$ cat config.mk
export PLATFORM = sky130hd
export DESIGN_NAME = irq_aggregator
export DESIGN_NICKNAME = d
export VERILOG_FILES = /design/src/rtl/irq_agg_pkg.sv /design/src/rtl/irq_agg_regs.sv /design/src/rtl/irq_agg_combine.sv /design/src/rtl/irq_agg_msi.sv /design/src/rtl/irq_agg_intx.sv /design/src/rtl/irq_aggregator.sv
export SDC_FILE = /design/constraint.sdc
export NUM_CORES = 1
export LEC_CHECK = 0
export BUFFER_PORTS_ARGS = -buffer_cell sky130_fd_sc_hd__buf_2
export CAP_MARGIN = 40
export CORE_ASPECT_RATIO = 2
export CORE_UTILIZATION = 25
export DETAILED_ROUTE_END_ITERATION = 10
export GPL_TIMING_DRIVEN = 0
export PLACE_DENSITY = 0.62
export SLEW_MARGIN = 40
export SYNTH_ARGS = -nofsm -noshare
export SYNTH_HDL_FRONTEND = slang
export SYNTH_HIERARCHICAL = 1
export SYNTH_SLANG_ARGS = --single-unit
$ cat constraint.sdc
create_clock -name clk -period 1.85 [get_ports clk]
set_input_delay 0.0925 -clock clk [delete_from_list [all_inputs] [get_ports clk]]
set_output_delay 0.0925 -clock clk [all_outputs]
set_load 0.1 [all_outputs]
$ cat src/rtl/irq_agg_pkg.sv
package irq_agg_pkg;

  typedef enum logic [1:0] {
    MODE_NONE   = 2'd0,
    MODE_LEGACY = 2'd1,
    MODE_MSI    = 2'd2
  } sig_mode_e;

  localparam int unsigned STATUS_ADDR = 0;
  localparam int unsigned ENABLE_ADDR = 1;

  // Message interrupts win when both controls allow signalling.
  function automatic sig_mode_e pick_mode(input logic intx_dis, input logic msi_en);
    if (msi_en)        return MODE_MSI;
    else if (!intx_dis) return MODE_LEGACY;
    else               return MODE_NONE;
  endfunction

endpackage

$ cat src/rtl/irq_agg_regs.sv
module irq_agg_regs
  import irq_agg_pkg::*;
#(
  parameter int unsigned NUM_MBOX = 8,
  parameter int unsigned DATA_W   = 32,
  parameter int unsigned ADDR_W   = 2
) (
  input  logic                clk,
  input  logic                rst_n,
  input  logic                wr_en,
  input  logic [ADDR_W-1:0]   wr_addr,
  input  logic [DATA_W-1:0]   wr_data,
  input  logic [NUM_MBOX-1:0] mbox_set,
  output logic [NUM_MBOX-1:0] status_q,
  output logic [NUM_MBOX:0]   enable_q
);
  localparam int unsigned EN_W = NUM_MBOX + 1;

  logic                status_wr;
  logic                enable_wr;
  logic [NUM_MBOX-1:0] st;

  assign status_wr = wr_en && (wr_addr == ADDR_W'(STATUS_ADDR));
  assign enable_wr = wr_en && (wr_addr == ADDR_W'(ENABLE_ADDR));

  // One flop per mailbox bit: a set pulse beats a clearing write.
  for (genvar i = 0; i < NUM_MBOX; i++) begin : g_status
    always_ff @(posedge clk or negedge rst_n) begin
      if (!rst_n)                       st[i] <= 1'b0;
      else if (mbox_set[i])             st[i] <= 1'b1;
      else if (status_wr && wr_data[i]) st[i] <= 1'b0;
    end
  end

  always_ff @(posedge clk or negedge rst_n) begin
    if (!rst_n)         enable_q <= '0;
    else if (enable_wr) enable_q <= wr_data[EN_W-1:0];
  end

  assign status_q = st;

  if (DATA_W > EN_W) begin : g_hi
    logic unused_hi;
    assign unused_hi = ^wr_data[DATA_W-1:EN_W];
  end

endmodule

$ cat src/rtl/irq_agg_combine.sv
module irq_agg_combine #(
  parameter int unsigned NUM_MBOX = 8
) (
  input  logic [NUM_MBOX-1:0] status,
  input  logic [NUM_MBOX:0]   enable,
  input  logic                app_irq,
  output logic                pending
);
  logic [NUM_MBOX:0] term;

  for (genvar i = 0; i < NUM_MBOX; i++) begin : g_term
    assign term[i] = status[i] & enable[i];
  end
  assign term[NUM_MBOX] = app_irq & enable[NUM_MBOX];

  assign pending = |term;

endmodule

$ cat src/rtl/irq_agg_msi.sv
module irq_agg_msi (
  input  logic clk,
  input  logic rst_n,
  input  logic msi_mode,
  input  logic pending,
  output logic msi_req
);
  logic sent_q;
  logic fire;

  // One request per pending episode; the episode ends when pending drops.
  assign fire = msi_mode && pending && !sent_q;

  always_ff @(posedge clk or negedge rst_n) begin
    if (!rst_n) begin
      sent_q  <= 1'b0;
      msi_req <= 1'b0;
    end else begin
      msi_req <= fire;
      if (fire)         sent_q <= 1'b1;
      else if (!pending) sent_q <= 1'b0;
    end
  end

endmodule

$ cat src/rtl/irq_agg_intx.sv
module irq_agg_intx (
  input  logic clk,
  input  logic rst_n,
  input  logic legacy_ok,
  input  logic pending,
  output logic inta_level,
  output logic assert_req,
  output logic deassert_req
);
  logic set_c;
  logic clr_c;

  assign set_c = legacy_ok && pending && !inta_level;
  assign clr_c = inta_level && (!pending || !legacy_ok);

  always_ff @(posedge clk or negedge rst_n) begin
    if (!rst_n) begin
      inta_level   <= 1'b0;
      assert_req   <= 1'b0;
      deassert_req <= 1'b0;
    end else begin
      assert_req   <= set_c;
      deassert_req <= clr_c;
      if (set_c)      inta_level <= 1'b1;
      else if (clr_c) inta_level <= 1'b0;
    end
  end

endmodule

$ cat src/rtl/irq_aggregator.sv
module irq_aggregator
  import irq_agg_pkg::*;
#(
  parameter int unsigned NUM_MBOX = 8,
  parameter int unsigned DATA_W   = 32,
  parameter int unsigned ADDR_W   = 2
) (
  input  logic                clk,
  input  logic                rst_n,
  input  logic                cfg_intx_disable,
  input  logic                cfg_msi_enable,
  input  logic                wr_en,
  input  logic [ADDR_W-1:0]   wr_addr,
  input  logic [DATA_W-1:0]   wr_data,
  input  logic [NUM_MBOX-1:0] mbox_set,
  input  logic                app_irq,
  output logic [NUM_MBOX-1:0] status_o,
  output logic [NUM_MBOX:0]   enable_o,
  output logic                msi_req,
  output logic                inta_level,
  output logic                inta_assert_req,
  output logic                inta_deassert_req
);
  sig_mode_e mode;
  logic      pending;

  assign mode = pick_mode(cfg_intx_disable, cfg_msi_enable);

  irq_agg_regs #(
    .NUM_MBOX(NUM_MBOX), .DATA_W(DATA_W), .ADDR_W(ADDR_W)
  ) u_regs (
    .clk      (clk),
    .rst_n    (rst_n),
    .wr_en    (wr_en),
    .wr_addr  (wr_addr),
    .wr_data  (wr_data),
    .mbox_set (mbox_set),
    .status_q (status_o),
    .enable_q (enable_o)
  );

  irq_agg_combine #(.NUM_MBOX(NUM_MBOX)) u_combine (
    .status  (status_o),
    .enable  (enable_o),
    .app_irq (app_irq),
    .pending (pending)
  );

  irq_agg_msi u_msi (
    .clk      (clk),
    .rst_n    (rst_n),
    .msi_mode (mode == MODE_MSI),
    .pending  (pending),
    .msi_req  (msi_req)
  );

  irq_agg_intx u_intx (
    .clk          (clk),
    .rst_n        (rst_n),
    .legacy_ok    (mode == MODE_LEGACY),
    .pending      (pending),
    .inta_level   (inta_level),
    .assert_req   (inta_assert_req),
    .deassert_req (inta_deassert_req)
  );

endmodule

## Word-level counts from Yosys, hierarchy flattened

Cells that the tools add are included.

| word-level totals | value |
|---|---|
| register bits after elaboration | 22 |
| input bits | 48 |
| output and inout port bits | 21 |
| word-level logic and storage cells | 80 |

| operators by class | value |
|---|---|
| equality and inequality tests | 4 |
| mux-type cells | 22 |
| bitwise logic cells | 9 |
| reductions and logical operators | 31 |

Operator list:

| operator | count |
|---|---|
| $mux 1 | 21 |
| $reduce_bool 2->1 | 9 |
| $logic_and 1x1->1 | 15 |
| $and 1x1->1 | 9 |
| $reduce_or 9->1 | 1 |
| $eq 2x1->1 const B | 2 |
| $logic_not 1->1 | 4 |
| $eq 2x2->1 const B | 1 |
| $logic_not 2->1 | 1 |
| $mux 2 | 1 |
| $ne 2x2->1 const B | 1 |
| $logic_or 1x1->1 | 1 |

## Longest topological paths before layout

Gate-level depths: netlist (run 1).

| depth | value |
|---|---|
| depth after elaboration | 8 |
| gate-level depth with buffers | 6 |
| mapped depth without buffers | 6 |

## Hierarchy

The synthesis (run 1) kept the hierarchy.

Modules (own cells, without submodules):

| module | times used | cells each | area an instance (sq um) | sequential area each (sq um) |
|---|---|---|---|---|
| irq_agg_regs | 1 | 52 | 669.4 | 425.4 |
| irq_agg_intx | 1 | 9 | 128.9 | 75.1 |
| irq_agg_msi | 1 | 4 | 66.3 | 50.0 |
| irq_agg_combine | 1 | 5 | 46.3 | 0.0 |
| irq_aggregator | 1 | 2 | 7.5 | 0.0 |

## Worst setup path before layout (run 1)

OpenSTA, ideal clock, no wires.

| timing | value |
|---|---|
| kind | reg-to-reg |
| start point | reg u_regs.st[4] (netlist: u_regs/status_q[4]) |
| end point | reg u_intx.inta_level |
| setup time | 0.126 ns |
| arrival | 2.150 ns |
| required time | 1.724 ns |
| setup slack | -0.425 ns |
| cell stages (with the launch flop) | 7 |
| path buffers | 0 |
| period minus slack after synthesis | 2.275 ns |
| cells stage by stage | dfrtp_1 > a22o_1 > a221oi_2 > nand3_1 > and2_1 > ha_1 > mux2_4 |

| on the way | value |
|---|---|
| longest elaborated chain between the ends | 6 |
| elaborated cells between the ends (all ways) | 9 |
| classes of those cells | mux: 1; bitwise: 1; reduce/logical: 7 |

Ends and longest elaborated chain:

| what | line | RTL |
|---|---|---|
| from (decl) | irq_agg_regs.sv:21 | `logic [NUM_MBOX-1:0] st;` |
| from (signal, indexed assignment) | irq_agg_regs.sv:29 | `if (!rst_n) st[i] <= 1'b0;` |
| from (signal, indexed assignment) | irq_agg_regs.sv:30 | `else if (mbox_set[i]) st[i] <= 1'b1;` |
| from (signal, indexed assignment) | irq_agg_regs.sv:31 | `else if (status_wr && wr_data[i]) st[i] <= 1'b0;` |
| $and 1x1->1 * | irq_agg_combine.sv:12 | `assign term[i] = status[i] & enable[i];` |
| $reduce_or 9->1 * | irq_agg_combine.sv:16 | `assign pending = \|term;` |
| net pending | irq_aggregator.sv:25 | `logic pending;` |
| $logic_not 1->1 | irq_agg_intx.sv:14 | `assign clr_c = inta_level && (!pending \|\| !legacy_ok);` |
| $logic_or 1x1->1 | irq_agg_intx.sv:14 |  |
| $logic_and 1x1->1 | irq_agg_intx.sv:14 |  |
| $reduce_bool 2->1 (no line) | - |  |
| to (signal assigned) | irq_agg_intx.sv:18 | `inta_level <= 1'b0;` |
| to (signal assigned) | irq_agg_intx.sv:24 | `if (set_c) inta_level <= 1'b1;` |
| to (signal assigned) | irq_agg_intx.sv:25 | `else if (clr_c) inta_level <= 1'b0;` |
| to (decl) | irq_agg_intx.sv:6 | `output logic inta_level,` |

Mark *: on every way through the listed nets, which the timed path passes. The rest lies on a longest branch.
A chain may end at the register's enable or synchronous reset.

## Worst setup path after layout (run 1)

Same ends and word-level chain as after synthesis.

==> results of run 1 <==
-- cell usage after synthesis, types with 2 or more instances --
cell type / number
ha_1: 2
inv_1: 9
dfrtp_1: 22
mux2_2: 9
a31oi_1: 8
nor2_1: 9
-- through the flow --
step	cell area, um2	utilization, %	power (W)	hold WS (ns)	cells
floorplan	943.4	-	0.001172	-0.2031	72
global placement	1229	35.58	0.001298	0.07634	165
detailed placement	1229	35.58	0.001312	0.08936	165
CTS	1294	37.46	0.001660	0.007437	170
global route	1321	38.26	0.001723	0.01128	171
finish	1321	38.26	0.001653	0.01657	171
-- state kept, by name, summed over array words and instances, names as in the netlist --
register             flops
u_msi/sent_q             1
u_intx/deassert_req      1
u_regs/status_q          8
u_intx/inta_level        1
u_intx/assert_req        1
u_regs/enable_q          9
u_msi/msi_req            1
-- per-layer routing --
layer	wire length [um]	share of wire, %
met5	0	0
met4	24	1.1
met3	123	5.5
met2	1211	54
met1	873	39
-- cell usage in the layout, fill, tap and decap left out, types with 2 or more instances in the layout --
master,synthesis,routed
dfrtp_4,0,2
buf_2,0,45
dfrtp_2,0,14
nor2_1,9,9
clkbuf_8,0,4
inv_1,9,9
a31oi_1,8,8
mux2_2,9,9
dfrtp_1,22,6
-- layout make-up --
cell class / count / area [um2] / share of cell area, %
Clock buffer: 4 / 55.05 / 4.167
Inverter: 9 / 33.78 / 2.557
Timing Repair Buffer: 47 / 242.7 / 18.37
Tap cell: 48 / 60.06 / 4.545
Buffer: 1 / 3.754 / 0.2841
Multi-Input combinational cell: 40 / 350.3 / 26.52
Sequential cell: 22 / 575.6 / 43.56
-- worst max path at each step --
stage                             startpoint                 to  slack [ns]  cells after the start
after global routing      u_regs/status_q[4]  u_intx/inta_level       -0.14                      6
final                     u_regs/status_q[4]  u_intx/inta_level       -0.07                      6
after floorplan           u_regs/enable_q[4]  u_intx/inta_level       -0.17                      6
after global placement    u_regs/enable_q[4]  u_intx/inta_level       -0.10                      6
after CTS                 u_regs/enable_q[4]  u_intx/inta_level       -0.13                      6
after detailed placement  u_regs/enable_q[4]  u_intx/inta_level       -0.12                      6
-- cells by family (layout without fill, tap and decap cells) --
| logic type | count (synthesis) | count (layout) |
|---|---|---|
| buf+inv | 10 | 61 |
| mux | 10 | 10 |
| simple gates | 15 | 15 |
| fa+ha+maj | 2 | 2 |
| compound gates | 13 | 13 |
| flops | 22 | 22 |
-- power by group --
| group | internal (W) | leakage [nW] | switching, W |
|---|---|---|---|
| Sequential | 0.000554 | 0.231 | 0.0000469 |
| Clock | 0.000189 | 0.0288 | 0.000148 |
| Combinational | 0.000140 | 0.360 | 0.000575 |
| Total | 0.000884 | 0.620 | 0.000770 |
-- timing repair --
item                                    in CTS  in global routing
resized for setup                            0                  3
endpoints found under the setup margin       1                  1
pin swaps                                    0                  4
setup buffers                                0                  1
hold endpoints to repair                    22                  0
hold buffers                                 1                  0
-- critical path: cells and delay by family, from the launching register on --
family	cells	cell delay, ns
adder cells (fa/ha/maj)	1	0.26
flip-flops	1	0.48
AND/OR/NAND/NOR	2	0.33
AO/OA/AOI/OAI	2	0.46
multiplexers	1	0.28
==> summary.md, run 1 <==
| Metric | Value |
|---|---|
| Status | `finished with violations` |
| Failing checks | `setup timing` |
| Share of layout cells above drive strength 1 | `~67%` |
| Final nets | `about 170` |
| HP Start | `wr_data[3]` |
| GR Layer Usage met1 | `between 10% and 20%` |
| Routability Congestion | `0.7319` |
| Synth top area cells | `dfrtp_1 (60%), mux2_2 (11%), a31oi_1 (5.4%)` |
| GRT overflow | `0` |
| Worst path cell trace | `a22o_1 -> a221oi_2 -> nand3_2 -> and2_4 -> ha_4 -> mux2_4` |
| Hold Crit Depth | `2` |
| Post-synth ARST share | `100.0%` |
| Worst path required time | `2.00 ns` |
| Synth warn | `6` |
| R2r startpoint | `u_regs/status_q[4]` |
| Met2 Use GR | `between 20% and 30%` |
| DR vias | `roughly 750` |
| Top cell type by total area after synthesis | `dfrtp_1` |
| Max cap viols | `0` |
| Filler instances | `about 370` |
| Cell variety after synth | `19` |
| I/O Pins | `69` |
| Fin worst setup slack | `-0.06575 ns` |
| Clk Latency, worst-skew pair | `about 0.26 ns` |
| Final Hold Vio Count | `0` |
| Number of synthesized register bits | `22` |
| Max clock buf depth | `2` |
| Largest net degree at the start of global routing | `23` |
| Final Slew Violations | `0` |
| Seq/Total Area, Yosys | `around 60%` |
| Relative slew slack | `a little over half` |
| Hold Path End | `u_regs/status_q[3]` |
| DRC errors left | `0` |
| Final setup fails | `1` |
| Clock slew at reported path FFs | `approximately 0.080 ns` |
| Clock Sinks | `22` |
| Core Region | `around 3500 um2` |
| Hold Path Class | `input pin to register` |
| Setup crit start kind | `register` |
| Compound-cell area share of the yosys netlist | `10.76%` |
| Skew final | `around 0.0031 ns` |
| Setup TNS | `-0.06575 ns` |
| TritonCTS clock tree | `yes` |
| GRT busiest layer | `met2` |
| Average size of a mapped cell | `between 10 and 15 um2` |
| Pre-CTS setup slack | `-0.1191 ns` |
| P&R area growth vs syn | `43.87%` |
| Vias in the first global route | `around 800` |
| Initial Utilization | `between 20% and 30%` |
| Crit path max fanout | `3` |
| First-pass GRT wire length | `around 3500 um` |
| Post-Synth XOR/XNOR Area | `0%` |
| Grt met3 use | `between 2 and 2.5%` |
| Number of flops mapped to enable cells by yosys | `0` |
| Mapped Nets | `around 120` |
| Critical Path AT | `2.06 ns` |
| Crit Path Class | `register to register` |
| Initial antenna violation count | `0` |
| Routed length per placed instance | `~13 um` |
| DR vias/cell | `around 4.4` |
| Register-to-register setup slack | `-0.07 ns` |
| First-iteration detailed-routing DRC count | `32` |
| Highest cell delay on the worst timing path | `approximately 0.48 ns` |
| Diodes inserted | `0` |
| LEAKAGE | `slightly above 0.6 nW` |
| I/O Buffers | `between 40 and 50` |
| Mux share of post-synthesis cell area | `roughly an eighth` |
| Slowest stage cell on the critical path | `dfrtp_4` |
| Max Freq | `around 0.52 GHz` |
| Pwr/cell area | `around 1300 nW/um2` |
| Crit path capture type | `register` |
| Root Driver | `clkbuf_8` |
| Cell Area, Synth | `918.4 um2` |
| Unrepaired setup endpoints after global routing | `true` |
| Worst reg2reg path endpoint | `u_intx/inta_level` |
| Gate Count Post-Synth | `72` |
| Synth Flop Type | `dfrtp_1` |
| Height of the die | `slightly below 90 um` |
| DRT antenna net count | `0` |
| Total track usage | `about an eighth` |
| CTS H-tree lvls | `1` |
| Slew @ Worst Pin | `just under 0.7 ns` |
| Die ar. | `3934 um2` |
| Number of CTS-inserted buffers | `3` |
| WL final | `between 2000 and 2500 um` |
| Pre-Repair DR Iteration Count | `4` |
| Post-synthesis adder-cell area fraction | `between 2 and 3%` |
| Site row count | `30` |
| Largest family of logic cells by synthesized area | `multiplexers` |
| Post-synth top area share | `between 50% and 60%` |
| Reg2Reg Depth | `6` |
| VDD IR-drop max | `between 0.8 and 0.9 mV` |
| Post-route minimum period | `around 1.9 ns` |
| Fin crit share | `103.6%` |
| Synth Area in Simple Gates | `9.809%` |
| Die W | `~45 um` |
| Dpl hpwl | `about 1700 um` |
No activity file was read; power rests on OpenSTA's default activity.
==> inputs of run 2 (changes only) <==
--- a/config.mk
+++ b/config.mk
@@ -11,6 +11,7 @@
 export CORE_UTILIZATION = 25
 export DETAILED_ROUTE_END_ITERATION = 10
 export GPL_TIMING_DRIVEN = 0
+export HOLD_SLACK_MARGIN = 0.03
 export PLACE_DENSITY = 0.62
 export SLEW_MARGIN = 40
 export SYNTH_ARGS = -nofsm -noshare
==> run 2 against run 1 <==
The run still ends with setup timing left. Sequential cell count stayed put. Final cell count is 4.7% higher. Sequential power hardly changed. Global-route usage is 0.12 points higher. Critical path depth stayed put. Utilization is 2.3 points higher. Setup slack hardly changed. Combinational power is 2% higher. Register-to-register slack hardly changed. Largest power group unchanged.
==> summary.md, run 2 (synthesis results as in run 1) <==
| Metric | Value |
|---|---|
| Status | `finished with violations` |
| Failing checks | `setup timing` |
| Die W | `44.86 um (unchanged)` |
| Most frequent cells in the layout | `buf_2 (45), dfrtp_2 (14)` |
| Initial antenna violation count | `0 (unchanged)` |
| Met2 Use GR | `21.52% (+0.27 points)` |
| Setup crit start kind | `register` |
| Highest cell delay on the worst timing path | `0.49 ns (about the same)` |
| Grt met3 use | `2.268% (unchanged)` |
| Slew @ Worst Pin | `0.6870 ns (+0.0002551 ns)` |
| Unrepaired setup endpoints after global routing | `true` |
| GR Layer Usage met1 | `13.24% (+0.13 points)` |
| Skew final | `0.002820 ns (-0.0002661 ns)` |
| Diodes inserted | `0 (unchanged)` |
| Pre-Repair DR Iteration Count | `4 (unchanged)` |
| WL final | `2271 um (+1.7%)` |
| Max cap viols | `0 (unchanged)` |
| Core Region | `3453 um2 (unchanged)` |
| Critical Path AT | `2.06 ns (about the same)` |
| Worst path required time | `2.00 ns (about the same)` |
| Final setup fails | `1 (unchanged)` |
| DR vias | `783 (+5.1%)` |
| Pre-CTS setup slack | `-0.1191 ns (unchanged)` |
| Clock slew at reported path FFs | `0.08 ns (about the same)` |
| Min Hold Slack | `0.06616 ns (+0.04959 ns)` |
| TritonCTS clock tree | `yes` |
| CTS H-tree lvls | `1 (unchanged)` |
| Final Hold Vio Count | `0 (unchanged)` |
| Slowest stage cell on the critical path | `dfrtp_4` |
| Crit Path Class | `register to register` |
| Vias in the first global route | `811 (+1.5%)` |
| DR vias/cell | `4.374 (+0.40%)` |
| Setup TNS | `-0.06566 ns (+0.00009210 ns)` |
| Top delay family on crit path | `flip-flops` |
| Crit path max fanout | `3 (unchanged)` |
| Max reg flops | `9 (unchanged)` |
| Hold Path Class | `input pin to register` |
| Clock Sinks | `22 (unchanged)` |
| Largest net degree at the start of global routing | `23 (unchanged)` |
| Dpl hpwl | `1675 um (unchanged)` |
| Total track usage | `12.35% (+0.12 points)` |
| Number of CTS-inserted buffers | `3 (unchanged)` |
| Share of layout cells above drive strength 1 | `62.60% (-4.1 points)` |
| Die ar. | `3934 um2 (unchanged)` |
| I/O Buffers | `45 (unchanged)` |
| Height of the die | `87.72 um (unchanged)` |
| Max clock buf depth | `2 (unchanged)` |
| Crit path capture type | `register` |
| Site row count | `30 (unchanged)` |
| VDD IR-drop max | `0.8240 mV (+0.12%)` |
| GRT busiest layer | `met2` |
| I/O Pins | `69 (unchanged)` |
| GRT overflow | `0 (unchanged)` |
| Root Driver | `clkbuf_8` |
| P&R area growth vs syn | `52.59%` |
| Fin worst setup slack | `-0.06566 ns (+0.00009210 ns)` |
| LEAKAGE | `0.6531 nW (+5.4%)` |
| Bufs and invs on worst path | `0 (unchanged)` |
| Clk Latency, worst-skew pair | `0.26 ns (about the same)` |
| Fin crit share | `103.5% (about the same)` |
| Relative slew slack | `54.00% (about the same)` |
| Max Freq | `0.5220 GHz (about the same)` |
| First-pass GRT wire length | `3519 um (+1.0%)` |
| First-iteration detailed-routing DRC count | `34 (+6.3%)` |
| Most common cell after layout, fill and taps aside | `buf_2` |
| Final nets | `182 (+4.6%)` |
| DRC errors left | `0 (unchanged)` |
| Biggest register | `u_regs/enable_q` |
| Pwr/cell area | `1189 nW/um2 (-5.0%)` |
| Initial Utilization | `26.59% (unchanged)` |
| DRT antenna net count | `0 (unchanged)` |
| Worst path cell trace | `a22o_1 -> a221oi_2 -> nand3_2 -> and2_4 -> ha_4 -> mux2_4` |
| Post-route minimum period | `1.916 ns (-0.00009210 ns)` |
| Routed length per placed instance | `12.69 um (-2.8%)` |
| Core Util, Final | `40.58% (+2.3 points)` |
| Final Slew Violations | `0 (unchanged)` |
| Routability Congestion | `0.7319 (unchanged)` |
run 2: area by class of cell:
cell class	count	area [um2]
repair buffers	55	322.8
well taps	48	60.06
plain buffers	1	3.754
inverters	9	33.78
clock buffers	4	55.05
multi-input cells	40	350.3
flip-flops and latches	22	575.6
fillers	367	2052
run 2: report_power, final:
| group | switching (W) | internal, W |
|---|---|---|
| Sequential | 0.0000466 | 0.000554 |
| Clock | 0.000148 | 0.000189 |
| Combinational | 0.000576 | 0.000151 |
run 2: final timing paths:
path	start	end	cells past startpoint	slack (ns)
worst min register to register	u_msi/sent_q	u_msi/sent_q	1	0.47
worst max register to register	u_regs/status_q[4]	u_intx/inta_level	6	-0.07
min in group asynchronous	rst_n	u_regs/enable_q[8]	2	0.32
worst min-delay path	wr_data[8]	u_regs/enable_q[8]	2	0.07
max in group asynchronous	rst_n	u_regs/enable_q[4]	2	1.15
worst max-delay path	u_regs/status_q[4]	u_intx/inta_level	6	-0.07
run 2: metal layers:
metal	vias up	share of wire [%]
li1	367	-
met1	383	39
met2	31	54
met3	2	5.3
met4	0	1.1
met5	-	0
run 2: repair_timing:
item                                    4_1_cts  5_1_grt
endpoints found under the setup margin        1        1
setup buffers                                 0        1
gates cloned                                  0        0
pin swaps                                     0        4
endpoints found under the hold margin        30        0
hold buffers                                  9        0
gates resized for setup                       0        3
run 2: metrics by stage:
stage	total power, W	std cells	area (um2)
finish	0.001666	179	1401
global route	0.001737	179	1401
CTS	0.001673	178	1374
detailed placement	0.001312	165	1229
floorplan	0.001172	72	943.4
global placement	0.001298	165	1229
==> inputs of run 3 (changes only) <==
--- a/config.mk
+++ b/config.mk
@@ -12,6 +12,7 @@
 export DETAILED_ROUTE_END_ITERATION = 10
 export GPL_TIMING_DRIVEN = 0
 export HOLD_SLACK_MARGIN = 0.03
+export MAX_ROUTING_LAYER = met4
 export PLACE_DENSITY = 0.62
 export SLEW_MARGIN = 40
 export SYNTH_ARGS = -nofsm -noshare
==> run 3 against run 2 <==
The flow still finishes with violations (setup timing). Clock skew hardly changed. Critical path depth did not move. Total power barely moved. Sequential cell count is the same. Sequential power about the same. Final cell count stayed put.
==> summary.md, run 3 (synthesis results as in run 1) <==
| Metric | Value |
|---|---|
| Die ar. | `3934 um2 (unchanged)` |
| Diodes inserted | `0 (unchanged)` |
| Number of CTS-inserted buffers | `3 (unchanged)` |
| Total track usage | `12.76% (+0.41 points)` |
| Max reg flops | `9 (unchanged)` |
| Setup crit start kind | `register` |
| Failing checks | `setup timing` |
| Pwr/cell area | `1189 nW/um2 (about the same)` |
| DRT antenna net count | `0 (unchanged)` |
| Final setup fails | `1 (unchanged)` |
| Clock slew at reported path FFs | `0.08 ns (about the same)` |
| Slew @ Worst Pin | `0.6820 ns (-0.004984 ns)` |
| First-pass GRT wire length | `3532 um (+0.37%)` |
| Register-to-register setup slack | `-0.07 ns (about the same)` |
| Max cap viols | `0 (unchanged)` |
| R2r startpoint | `u_regs/status_q[4]` |
| Pre-CTS setup slack | `-0.1191 ns (unchanged)` |
| VDD IR-drop max | `0.8242 mV (about the same)` |
| Fin worst setup slack | `-0.06523 ns (+0.0004299 ns)` |
| Dpl hpwl | `1675 um (unchanged)` |
| Crit Path Class | `register to register` |
| Post-route cell area | `1401 um2 (unchanged)` |
| Status | `finished with violations` |
| I/O Pins | `69 (unchanged)` |
| Skew final | `0.002812 ns (-0.000008550 ns)` |
| Most frequent cells in the layout | `buf_2 (45), dfrtp_2 (14)` |
| Crit path max fanout | `3 (unchanged)` |
| Dpl cell area | `1229 um2 (unchanged)` |
| Site row count | `30 (unchanged)` |
| Relative slew slack | `54.33% (+0.33 points)` |
| M1 WL | `916 um (+2.1%)` |
| Most common cell after layout, fill and taps aside | `buf_2` |
| DR vias/cell | `4.374 (unchanged)` |
| Biggest register | `u_regs/enable_q` |
| Initial antenna violation count | `0 (unchanged)` |
| Unrepaired setup endpoints after global routing | `true` |
| LEAKAGE | `0.6531 nW (unchanged)` |
| Pre-Repair DR Iteration Count | `4 (unchanged)` |
| Max Freq | `0.5221 GHz (about the same)` |
| Die W | `44.86 um (unchanged)` |
| Reg2Reg Depth | `6 (unchanged)` |
| WL final | `2279 um (+0.35%)` |
| I/O Buffers | `45 (unchanged)` |
| Share of layout cells above drive strength 1 | `62.60% (unchanged)` |
| Vias in the first global route | `805 (-0.74%)` |
| Setup TNS | `-0.06523 ns (+0.0004299 ns)` |
| CTS H-tree lvls | `1 (unchanged)` |
| DR WL met3 | `109 um (-9.2%)` |
| Post-route minimum period | `1.915 ns (-0.0004299 ns)` |
| Hold Path Class | `input pin to register` |
| Routed length per placed instance | `12.73 um (+0.35%)` |
| DR vias | `783 (unchanged)` |
| Final nets | `182 (unchanged)` |
| Clk Latency, worst-skew pair | `0.26 ns (about the same)` |
| DRC errors left | `0 (unchanged)` |
| Final Slew Violations | `0 (unchanged)` |
| Max Used Layer | `met4` |
| Root Driver | `clkbuf_8` |
| TritonCTS clock tree | `yes` |
| Clock Sinks | `22 (unchanged)` |
| Worst path required time | `2.00 ns (about the same)` |
| Critical Path AT | `2.06 ns (about the same)` |
| WL met2 | `1228 um (about the same)` |
| HP Start | `wr_data[8]` |
| Core Util, Final | `40.58% (unchanged)` |
| Initial Utilization | `26.59% (unchanged)` |
| Fin crit share | `103.5% (about the same)` |
| Hold Path End | `u_regs/enable_q[8]` |
| Crit path capture type | `register` |
| GRT overflow | `0 (unchanged)` |
| Worst reg2reg path endpoint | `u_intx/inta_level` |
| Final Hold Vio Count | `0 (unchanged)` |
| Max clock buf depth | `2 (unchanged)` |
| Height of the die | `87.72 um (unchanged)` |
| Hold Crit Depth | `2 (unchanged)` |
| First-iteration detailed-routing DRC count | `34 (unchanged)` |
| Largest net degree at the start of global routing | `23 (unchanged)` |
| Routability Congestion | `0.7407 (+1.2%)` |
| P&R area growth vs syn | `52.59% (unchanged)` |
| Core Region | `3453 um2 (unchanged)` |
run 3: repair_timing:
item / in CTS / in global routing
endpoints found under the setup margin: 1 / 1
gates resized for setup: 0 / 3
buffers inserted: 0 / 1
hold buffers: 9 / 0
endpoints found under the hold margin: 30 / 0
pin swaps: 0 / 4
run 3: area by class of cell:
class	count	area [um2]
plain buffers	1	3.754
clock buffers	4	55.05
fillers	367	2052
inverters	9	33.78
multi-input cells	40	350.3
flip-flops and latches	22	575.6
well taps	48	60.06
repair buffers	55	322.8
run 3: where the power goes:
part           internal [W]  total [W]  switching, W
clock              0.000189   0.000337      0.000148
combinational      0.000151   0.000728      0.000577
sequential         0.000554   0.000601     0.0000473
total              0.000895    0.00167      0.000772
run 3: routing by layer:
metal,track usage (%),up-vias
met4,7.438,0
met1,13.63,383
met5,-,-
met3,1.856,2
met2,21.52,31
li1,-,367
run 3: how the worst max path moves through the flow:
stage | start | end | slack (ns) | cells past startpoint
2_1_floorplan | u_regs/enable_q[4] | u_intx/inta_level | -0.17 | 6
3_3_place_gp | u_regs/enable_q[4] | u_intx/inta_level | -0.10 | 6
3_5_place_dp | u_regs/enable_q[4] | u_intx/inta_level | -0.12 | 6
4_1_cts | u_regs/enable_q[4] | u_intx/inta_level | -0.13 | 6
5_1_grt | u_regs/status_q[4] | u_intx/inta_level | -0.14 | 6
6_report | u_regs/status_q[4] | u_intx/inta_level | -0.07 | 6
run 3: critical path, cell delays in order (launching register included):
cell and delay, ns:
dfrtp_4 0.49, a22o_1 0.25, a221oi_2 0.20, nand3_2 0.13, and2_4 0.20, ha_4 0.26
mux2_4 0.28
run 3: metrics by stage:
step / std cells / hold WS [ns] / power (W)
6_report: 179 / 0.06638 / 0.001666
2_1_floorplan: 72 / -0.2031 / 0.001172
3_3_place_gp: 165 / 0.07634 / 0.001298
4_1_cts: 178 / 0.05904 / 0.001673
5_1_grt: 179 / 0.05280 / 0.001737
3_5_place_dp: 165 / 0.08936 / 0.001312
